## config.mk

```make
export PLATFORM = sky130hd
export DESIGN_NAME = uart_irq_ident
export DESIGN_NICKNAME = d
export VERILOG_FILES = /design/src/rtl/uirq_pkg.sv /design/src/rtl/uirq_pending.sv /design/src/rtl/uirq_prio.sv /design/src/rtl/uirq_gate.sv /design/src/rtl/uart_irq_ident.sv
export SDC_FILE = /design/constraint.sdc
export NUM_CORES = 1
export LEC_CHECK = 0
export ABC_AREA = 1
export BUFFER_PORTS_ARGS = -buffer_cell sky130_fd_sc_hd__buf_4
export CAP_MARGIN = 20
export CELL_PAD_IN_SITES_DETAIL_PLACEMENT = 0
export CELL_PAD_IN_SITES_GLOBAL_PLACEMENT = 2
export CORE_MARGIN = 1
export CORE_UTILIZATION = 31
export DETAILED_ROUTE_END_ITERATION = 12
export HOLD_SLACK_MARGIN = 0.12
export PLACE_DENSITY_LB_ADDON = 0.1
export SYNTH_ARGS = -nofsm -noshare
export SYNTH_HDL_FRONTEND = slang
export SYNTH_SLANG_ARGS = --single-unit
```

## constraint.sdc

```tcl
create_clock -name clk -period 1.5 [get_ports clk]
set_input_delay 0.15 -clock clk [delete_from_list [all_inputs] [get_ports clk]]
set_output_delay 0.15 -clock clk [all_outputs]
set_load 0.005 [all_outputs]
```

## src/rtl/uirq_pkg.sv

```systemverilog
package uirq_pkg;

    localparam int AW    = 3;
    localparam int DW    = 8;
    localparam int N_SRC = 4;
    localparam int ERR_W = 4;

    // cause index equals its enable bit position
    localparam int SRC_RX    = 0;
    localparam int SRC_TX    = 1;
    localparam int SRC_LINE  = 2;
    localparam int SRC_MODEM = 3;

    // urgency order, most urgent first
    localparam int PRIO [N_SRC] = '{SRC_LINE, SRC_RX, SRC_TX, SRC_MODEM};

    typedef logic [N_SRC-1:0] src_vec_t;
    typedef logic [DW-1:0]    byte_t;

    typedef enum logic [AW-1:0] {
        OFS_DATA = 3'd0,
        OFS_IER  = 3'd1,
        OFS_IID  = 3'd2,
        OFS_LCR  = 3'd3,
        OFS_MCR  = 3'd4,
        OFS_LSR  = 3'd5,
        OFS_MSR  = 3'd6,
        OFS_SCR  = 3'd7
    } ofs_e;

    typedef struct packed {
        logic       any;
        logic [1:0] id;
    } ident_t;

    function automatic logic [1:0] src_id(input int s);
        case (s)
            SRC_LINE: return 2'd3;
            SRC_RX:   return 2'd2;
            SRC_TX:   return 2'd1;
            default:  return 2'd0;
        endcase
    endfunction

    function automatic byte_t ident_byte(input ident_t w, input logic fifo);
        return {{2{fifo}}, 3'b000, w.id, ~w.any};
    endfunction

endpackage

```

## src/rtl/uirq_pending.sv

```systemverilog
module uirq_pending
    import uirq_pkg::*;
#(
    parameter int N = N_SRC
) (
    input  logic         clk,
    input  logic         rst,
    input  logic [N-1:0] set,
    input  logic [N-1:0] clr,
    output logic [N-1:0] pend
);

    for (genvar g = 0; g < N; g++) begin : g_src
        logic q;
        always_ff @(posedge clk) begin
            if (rst)         q <= 1'b0;
            else if (set[g]) q <= 1'b1;
            else if (clr[g]) q <= 1'b0;
        end
        assign pend[g] = q;

        // a raise in the same cycle as a retire keeps the cause
        p_set_wins_r11: assert property (@(posedge clk) disable iff (rst)
            set[g] |=> pend[g]);
    end

endmodule

```

## src/rtl/uirq_prio.sv

```systemverilog
module uirq_prio
    import uirq_pkg::*;
(
    input  src_vec_t pend,
    input  src_vec_t ena,
    output ident_t   ident
);

    src_vec_t active;

    always_comb begin
        active    = pend & ena;
        ident.any = 1'b0;
        ident.id  = 2'd0;
        for (int k = N_SRC - 1; k >= 0; k--) begin
            if (active[PRIO[k]]) begin
                ident.any = 1'b1;
                ident.id  = src_id(PRIO[k]);
            end
        end
    end

endmodule

```

## src/rtl/uirq_gate.sv

```systemverilog
module uirq_gate (
    input  logic clk,
    input  logic rst,
    input  logic any,
    input  logic out2,
    output logic irq
);

    always_ff @(posedge clk) begin
        if (rst) irq <= 1'b0;
        else     irq <= any & out2;
    end

endmodule

```

## src/rtl/uart_irq_ident.sv

```systemverilog
module uart_irq_ident
    import uirq_pkg::*;
(
    input  logic             clk,
    input  logic             rst,
    input  logic [AW-1:0]    bus_addr,
    input  logic [DW-1:0]    bus_wdata,
    input  logic             bus_wr,
    input  logic             bus_rd,
    output logic [DW-1:0]    bus_rdata,
    input  logic             evt_rx,
    input  logic             evt_tx,
    input  logic [ERR_W-1:0] line_err,
    input  logic [ERR_W-1:0] modem_delta,
    input  logic [DW-1:0]    rx_data,
    output logic             irq
);

    src_vec_t ier_q;
    byte_t    lcr_q, mcr_q, lsr_q, msr_q, scr_q, dll_q, dlm_q;
    logic     fifo_q;
    byte_t    lsr_d, msr_d;
    src_vec_t pend, set_v, clr_v;
    ident_t   ident;
    logic     dlab;
    ofs_e     ofs;

    assign dlab = lcr_q[7];
    assign ofs  = ofs_e'(bus_addr);

    // host access decode
    logic wr_ier, wr_dll, wr_dlm, wr_fcr, wr_lcr, wr_mcr, wr_lsr, wr_msr, wr_scr;
    logic rd_data, rd_iid, rd_lsr, rd_msr;

    always_comb begin
        wr_ier  = bus_wr && ofs == OFS_IER  && !dlab;
        wr_dll  = bus_wr && ofs == OFS_DATA &&  dlab;
        wr_dlm  = bus_wr && ofs == OFS_IER  &&  dlab;
        wr_fcr  = bus_wr && ofs == OFS_IID;
        wr_lcr  = bus_wr && ofs == OFS_LCR;
        wr_mcr  = bus_wr && ofs == OFS_MCR;
        wr_lsr  = bus_wr && ofs == OFS_LSR;
        wr_msr  = bus_wr && ofs == OFS_MSR;
        wr_scr  = bus_wr && ofs == OFS_SCR;
        rd_data = bus_rd && ofs == OFS_DATA && !dlab;
        rd_iid  = bus_rd && ofs == OFS_IID;
        rd_lsr  = bus_rd && ofs == OFS_LSR;
        rd_msr  = bus_rd && ofs == OFS_MSR;
    end

    // cause raise and retire vectors
    always_comb begin
        set_v            = '0;
        set_v[SRC_RX]    = evt_rx | (wr_lsr & bus_wdata[0]);
        set_v[SRC_TX]    = evt_tx | (wr_lsr & bus_wdata[5]);
        set_v[SRC_LINE]  = (|line_err) | (wr_lsr & (|bus_wdata[4:1]));
        set_v[SRC_MODEM] = (|modem_delta) | (wr_msr & (|bus_wdata[3:0]));

        clr_v            = '0;
        clr_v[SRC_RX]    = rd_data;
        clr_v[SRC_TX]    = rd_iid && ident.any && ident.id == src_id(SRC_TX);
        clr_v[SRC_LINE]  = rd_lsr;
        clr_v[SRC_MODEM] = rd_msr;
    end

    // status register next values
    always_comb begin
        lsr_d = lsr_q;
        if (rd_lsr)  lsr_d[4:1] = '0;
        if (rd_data) lsr_d[0]   = 1'b0;
        if (wr_lsr)  lsr_d      = bus_wdata;
        if (evt_rx)  lsr_d[0]   = 1'b1;
        if (evt_tx)  lsr_d[5]   = 1'b1;
        lsr_d[4:1] = lsr_d[4:1] | line_err;

        msr_d = msr_q;
        if (rd_msr) msr_d[3:0] = '0;
        if (wr_msr) msr_d      = bus_wdata;
        msr_d[3:0] = msr_d[3:0] | modem_delta;
    end

    always_ff @(posedge clk) begin
        if (rst) begin
            ier_q  <= '0;
            lcr_q  <= '0;
            mcr_q  <= '0;
            lsr_q  <= '0;
            msr_q  <= '0;
            scr_q  <= '0;
            dll_q  <= '0;
            dlm_q  <= '0;
            fifo_q <= 1'b0;
        end else begin
            if (wr_ier) ier_q  <= bus_wdata[N_SRC-1:0];
            if (wr_dll) dll_q  <= bus_wdata;
            if (wr_dlm) dlm_q  <= bus_wdata;
            if (wr_fcr) fifo_q <= bus_wdata[0];
            if (wr_lcr) lcr_q  <= bus_wdata;
            if (wr_mcr) mcr_q  <= bus_wdata;
            if (wr_scr) scr_q  <= bus_wdata;
            lsr_q <= lsr_d;
            msr_q <= msr_d;
        end
    end

    uirq_pending #(.N(N_SRC)) u_pend (
        .clk  (clk),
        .rst  (rst),
        .set  (set_v),
        .clr  (clr_v),
        .pend (pend)
    );

    uirq_prio u_prio (
        .pend  (pend),
        .ena   (ier_q),
        .ident (ident)
    );

    uirq_gate u_gate (
        .clk  (clk),
        .rst  (rst),
        .any  (ident.any),
        .out2 (mcr_q[3]),
        .irq  (irq)
    );

    // read data
    always_comb begin
        case (ofs)
            OFS_DATA: bus_rdata = dlab ? dll_q : rx_data;
            OFS_IER:  bus_rdata = dlab ? dlm_q : byte_t'(ier_q);
            OFS_IID:  bus_rdata = ident_byte(ident, fifo_q);
            OFS_LCR:  bus_rdata = lcr_q;
            OFS_MCR:  bus_rdata = mcr_q;
            OFS_LSR:  bus_rdata = lsr_q;
            OFS_MSR:  bus_rdata = msr_q;
            default:  bus_rdata = scr_q;
        endcase
    end

    // request needs the gate bit and an enabled pending cause one clock earlier
    p_irq_gate_r4: assert property (@(posedge clk) disable iff (rst)
        irq |-> $past(mcr_q[3]));
    p_irq_cause_r4: assert property (@(posedge clk) disable iff (rst)
        irq |-> $past(|(pend & ier_q)));

    // only the low nibble of an enable write is kept
    p_ier_nibble_r3: assert property (@(posedge clk) disable iff (rst)
        wr_ier |=> ier_q == $past(bus_wdata[N_SRC-1:0]));

    // identification read returning 0x02 retires transmitter ready
    p_tx_ack_r5: assert property (@(posedge clk) disable iff (rst)
        (bus_rd && ofs == OFS_IID && bus_rdata[3:0] == 4'h2 && !evt_tx && !bus_wr)
        |=> !pend[SRC_TX]);

    // line status read clears error bits and cause
    p_lsr_clear_r7: assert property (@(posedge clk) disable iff (rst)
        (rd_lsr && line_err == '0 && !bus_wr) |=> (lsr_q[4:1] == '0 && !pend[SRC_LINE]));

    // modem status read clears delta bits and cause
    p_msr_clear_r8: assert property (@(posedge clk) disable iff (rst)
        (rd_msr && modem_delta == '0 && !bus_wr) |=> (msr_q[3:0] == '0 && !pend[SRC_MODEM]));

    // divisor access leaves the enable register alone
    p_dlab_ier_r10: assert property (@(posedge clk) disable iff (rst)
        (bus_wr && ofs == OFS_IER && dlab) |=> $stable(ier_q));

endmodule

```

After elaboration in Yosys (flattened, before gate mapping)
Cells that the tools add are included.
- $add $sub $neg: 0
- order comparisons: 0
- divide/modulo/power cells: 0
- shift operators: 0
- $mul: 0
- equal/unequal tests: 8
- muxes and demuxes: 21
- bitwise logic cells: 13
- reductions and logical operators: 30
- operators by type and width (kind ; number):
    case mux 8 bit (7 select lines) ; 1
    logical AND 1 bit ; 18
    two-way mux 8 bit ; 2
    OR reduction 4 bit ; 4
    equality test 3 bit (second input constant) ; 4
    two-way mux 3 bit ; 4
    two-way mux 4 bit ; 3
    two-way mux 1 bit ; 10
    nonzero test 2 bit ; 5
    OR 4 bit ; 2
    equality test 3 x 2 -> 1 bit (second input constant) ; 2
    two-way mux 6 bit ; 1
    bitwise AND 1 bit ; 5
    bitwise AND 4 bit ; 1
    OR 1 bit ; 4
    equality test 3 x 1 -> 1 bit (second input constant) ; 1
    logical NOT 3 bit ; 1
    nonzero test 3 bit ; 1
    equality test 2 x 1 -> 1 bit (second input constant) ; 1
    logical NOT 1 bit ; 1
    NOT 1 bit ; 1
- bits in read-only memories: 0
- memories kept: 0
- logic and storage cells: 90
- RAM bits: 0
- register bits: 66
- latch bits: 0
- bits of input ports: 33

Depth between registers and ports, before layout
- depth after elaboration: 9
- mapped depth: 9
- gate-level depth less buffers: 8

By module
A second synthesis with hierarchy kept.
- cells, all modules: 510
- area, all modules: 3368.2 um^2
- modules (own cells, without submodules) (module ; cells an instance ; area each (um^2) ; sequential area each (um^2) ; times used):
    uart_irq_ident ; 472 ; 3115.5 ; 1221.2 ; 1
    uirq_pending ; 24 ; 175.2 ; 80.1 ; 1
    uirq_prio ; 11 ; 47.5 ; 0.0 ; 1
    uirq_gate ; 3 ; 30.0 ; 20.0 ; 1

Worst setup path after synthesis
No wires, ideal clock.
- path type: flip-flop to output port
- start: register lcr_q[7]
- end: output bus_rdata[0]
- setup slack: 0.246 ns
- arrival time: 1.104 ns
- cell stages (with the launch flop): 8
- cell sequence: dfxtp_1 -> clkinv_1 -> clkbuf_1 -> o21ai_0 -> nand2_1 -> nand3_1 -> nor2_1 -> nand2_1
- cells in the longest elaborated chain, start to end: 2
- elaborated cells between the ends (all ways): 3
- classes of those cells: mux (3)
- RTL lines (element ; line ; RTL):
    from (decl) ; uart_irq_ident.sv:20 ; byte_t lcr_q, mcr_q, lsr_q, msr_q, scr_q, dll_q, dlm_q;
    from (signal assigned) ; uart_irq_ident.sv:98 ; if (wr_lcr) lcr_q <= bus_wdata;
    two-way mux 8 bit, on equally long branches ; uart_irq_ident.sv:132, uart_irq_ident.sv:131 ;
    case mux 8 bit (7 select lines) * ; uart_irq_ident.sv:130 ; case (ofs)
    to (decl) ; uart_irq_ident.sv:10 ; output logic [DW-1:0] bus_rdata,
Every way passes the cells marked *; elsewhere a longest branch is shown, timed or not.

Worst setup path in the final report
- start: register lcr_q[7]
- end: output bus_rdata[1]
Same word-level chain as after synthesis.

==> run_results.csv <==
group,metric,value,unit
synth,netlist_top_cells_area,"dfxtp_1 (41%), nand2_1 (17%), a21oi_1 (8.9%)",
power_and_ir_drop,power.share.sequential,46.9,%
synth,yosysTopAreaCellShare,40.6,%
sta,final_max_slew_viol_count,0,
layout,n_antenna_cell,0,
sta,finalClockSkew,0.00491,ns
grt,grt_use_total,21.7,%
drt,first_iter_violations,134,
drt,wl_per_cell,16.1,um
worst_setup_path,crit_path_max_incr_delay,0.37,ns
clocking,cts_inserted_buffers,9,
sta,slew_headroom,77.2,%
synth,synth_area,3250,um^2
synth,synth-main-ff-cell,"dfxtp_1",
worst_hold_path,min_path_cells,3,
grt,first_global_vias,3208,
worst_setup_path,cpMostUsedCell,"nand2_1",
synth,most_frequently_used_cell_type_in_the_post_synthesis_netlist,"nand2_1",
synth,synth-seq-cells,66,
floorplanning,rows,37,
floorplanning,io_pins,42,
power_and_ir_drop,total_leakage_power,1.80,nW
sta,worstMarginPinSlew,0.341,ns
place,place_area,3730,um^2
clocking,h-tree-depth,3,
clocking,cts_tree,"done",
synth,synth_top_area_cell,"dfxtp_1",
grt,antenna_found_initial,0,
sta,timing.final.crit_period,1.68,ns
drt,drc_errors,0,
drt,drt.antenna.violating_nets,0,
synth,synth.distinct_cells,26,
layout,multi_input_comb_area,1700,um^2
synth,synth_common_cells,"nand2_1 (147), dfxtp_1 (66), a21oi_1 (58)",
power_and_ir_drop,internal_power,2.88,mW
layout,drive_above_1_share,18.3,%
floorplanning,die_area,10900,um^2
sta,timing_hold_violations_final,0,
sta,setup_viol,8,
synth,yosysSeqAreaShare,40.6,%
power_and_ir_drop,power.combinational.fraction,13.4,%
layout,fillerInstances,1134,
sta,post-route-worst-setup-slack,-0.184,ns
run,cap_viol_max_count,0,
synth,synth.yosys.warnings,0,
place,hpwlAfterDp,7920,um
drt,num_vias,3310,
floorplanning,start_util,31.8,%
place,dp.cells,661,
drt,vias_per_cell,4.78,
power_and_ir_drop,share_of_total_power_in_the_clock_network,39.7,%
clocking,clock_sinks,66,
power_and_ir_drop,p_switching,1.04,mW
clocking,cts_buffer_depth,2,
worst_setup_path,endpoint_kind,"primary output",
grt,wire_length_of_the_first_global_routing_pass,17800,um
worst_setup_path,element_type_at_the_critical_path_start,"flop",
sta,fmax,594,MHz
layout,postLayoutCellArea,4160,um^2
worst_setup_path,critPathSlowestCell,"dfxtp_4",
layout,final_util,40.7,%
worst_setup_path,cp_data_required_time,1.35,ns
power_and_ir_drop,fin_total_pwr,3.93,mW
worst_setup_path,timing.setup.critical_path_class,"flop to primary output",
worst_setup_path,series_of_cell_instances_along_the_critical_path,"clkinv_4, buf_8, nand2_1, o21ai_1, nand2_1, nand3_2, nor2_1, nand2_1, buf_6",
clocking,root_buffer,"clkbuf_8",
power_and_ir_drop,power.switching_fraction,26.5,%
place,place.gp.congestion,0.789,
sta,timing.hold.ws,0.148,ns
worst_setup_path,critical_path_arrival,1.53,ns
power_and_ir_drop,peakVddDrop,0.454,mV
sta,post-route-period-util,112,%
layout,syn2layout_area_growth,28.0,%
outcome,status,"finished with violations",
power_and_ir_drop,power_per_cell_area,943,nW/um^2
floorplanning,design.core.area,10200,um^2
floorplanning,die_y,104,um
layout,num-nets-final,585,
worst_setup_path,worstRegToRegCells,5,
worst_setup_path,crit_fanout,8,
place,portBuffers,41,
synth,synthCells,495,
clocking,path_clk_slew,0.07,ns
outcome,violations,"negative setup slack",
synth,synth_fp_nets,528,
synth,post_synth.cell_area_avg,6.57,um^2
grt,grt_start_max_net_pins,27,
grt,gr-total-overflow,0,
layout,final_standard_cell_count_with_taps_included_and_fillers_excluded,693,
clocking,clock_latency_on_the_worst_skew_pair,0.35,ns
sta,setup_repair_after_global_routing_missed_its_margin,"yes",
drt,firstDrtPassIters,4,
floorplanning,die_width,104,um
synth,async_reset_ff_share,0,%
layout,ff_latch_area,1330,um^2
synth,number_of_enable_flip_flop_cells_after_synthesis,0,
worst_hold_path,worst_hold_check_path_type,"input port to flop",
drt,finalWirelength,11100,um
-- layout by cell type (no fill, tap or decap), types with 2 or more instances in the layout --
cell type,synthesis,final
nand4_1,12,12
nand3_2,3,6
dlygate4sd3_1,0,13
o21ai_1,0,5
nand2_1,147,140
nor3_1,3,3
buf_8,0,2
inv_1,32,31
buf_4,3,52
nand2_2,0,7
dfxtp_1,66,64
a21oi_1,58,58
nor2_2,1,2
inv_2,3,4
o21ai_0,34,29
nor2_4,2,2
nor3_2,2,2
buf_6,1,5
clkbuf_8,0,11
nand3b_1,2,2
clkbuf_1,15,3
nand3_1,39,36
nor2_1,57,56
-- sequential cells by signal, summed over array words and instances, names as in the netlist --
name	cells
lcr_q	8
scr_q	8
mcr_q	8
u_gate.irq	1
fifo_q	1
dlm_q	8
lsr_q	8
ier_q	4
u_pend.g_src.q	4
msr_q	8
dll_q	8
-- critical path: cells and delay by family (launching register included) --
| family | cells | cell delay (ns) |
|---|---|---|
| AO/OA/AOI/OAI | 1 | 0.06 |
| buffers and inverters | 3 | 0.34 |
| flip-flops | 1 | 0.37 |
| AND/OR/NAND/NOR | 5 | 0.41 |
-- final timing paths --
path	start	end	slack (ns)
max	lcr_q[7]	bus_rdata[1]	-0.18
min	bus_wdata[6]	dll_q[6]	0.15
max reg2reg	lcr_q[7]	dll_q[0]	0.33
min reg2reg	msr_q[7]	msr_q[7]	0.46
-- power groups by stage --
stage	clock (mW)	combinational (mW)	sequential, mW
after floorplan	0	0.256	1.87
final	1.56	0.525	1.84
after CTS	1.60	0.523	1.84
after detailed placement	0	0.480	1.88
after global placement	0	0.478	1.88
after global routing	1.67	0.580	1.85
-- timing repair --
action | CTS | global route
hold endpoints to repair | 21 | 0
pin swaps | 5 | 10
setup endpoints to repair | 8 | 8
hold buffers | 13 | 0
setup buffers | 2 | 0
resized for setup | 18 | 14
cloned | 1 | 0
-- cells by family after synthesis --
logic type	after synthesis	synth area share, %
and+or+nand+nor	271	36.5
AOI/OAI and AO/OA	94	14.6
DFF	66	40.6
buffers and inverters	64	8.35
-- area by class of cell --
class | instances | area share, %
repair buffers | 73 | 15.1
inverters | 37 | 3.52
clock buffers | 14 | 3.91
well taps | 136 | 4.09
clock inverters | 2 | 0.842
flip-flops and latches | 66 | 31.9
multi-input cells | 365 | 40.7
-- through the flow --
| stage | TNS, ns | worst slack [ns] |
|---|---|---|
| after detailed placement | 0 | 0.0235 |
| after global routing | -1.77 | -0.250 |
| final | -1.03 | -0.184 |
| after global placement | 0 | 0.0131 |
| after floorplan | 0 | 0.246 |
| after CTS | -1.28 | -0.202 |
-- per-layer routing --
metal / track usage [%] / vias to the layer above / routed length, um / share of wire [%]
met5: 0 / - / 0 / 0
met4: 8.98 / 0 / 225 / 2.0
met3: 3.01 / 13 / 330 / 3.0
met2: 33.3 / 52 / 5030 / 45
met1: 30.3 / 1517 / 5550 / 50
li1: - / 1728 / - / -
Power figures use the tool's default switching activity.
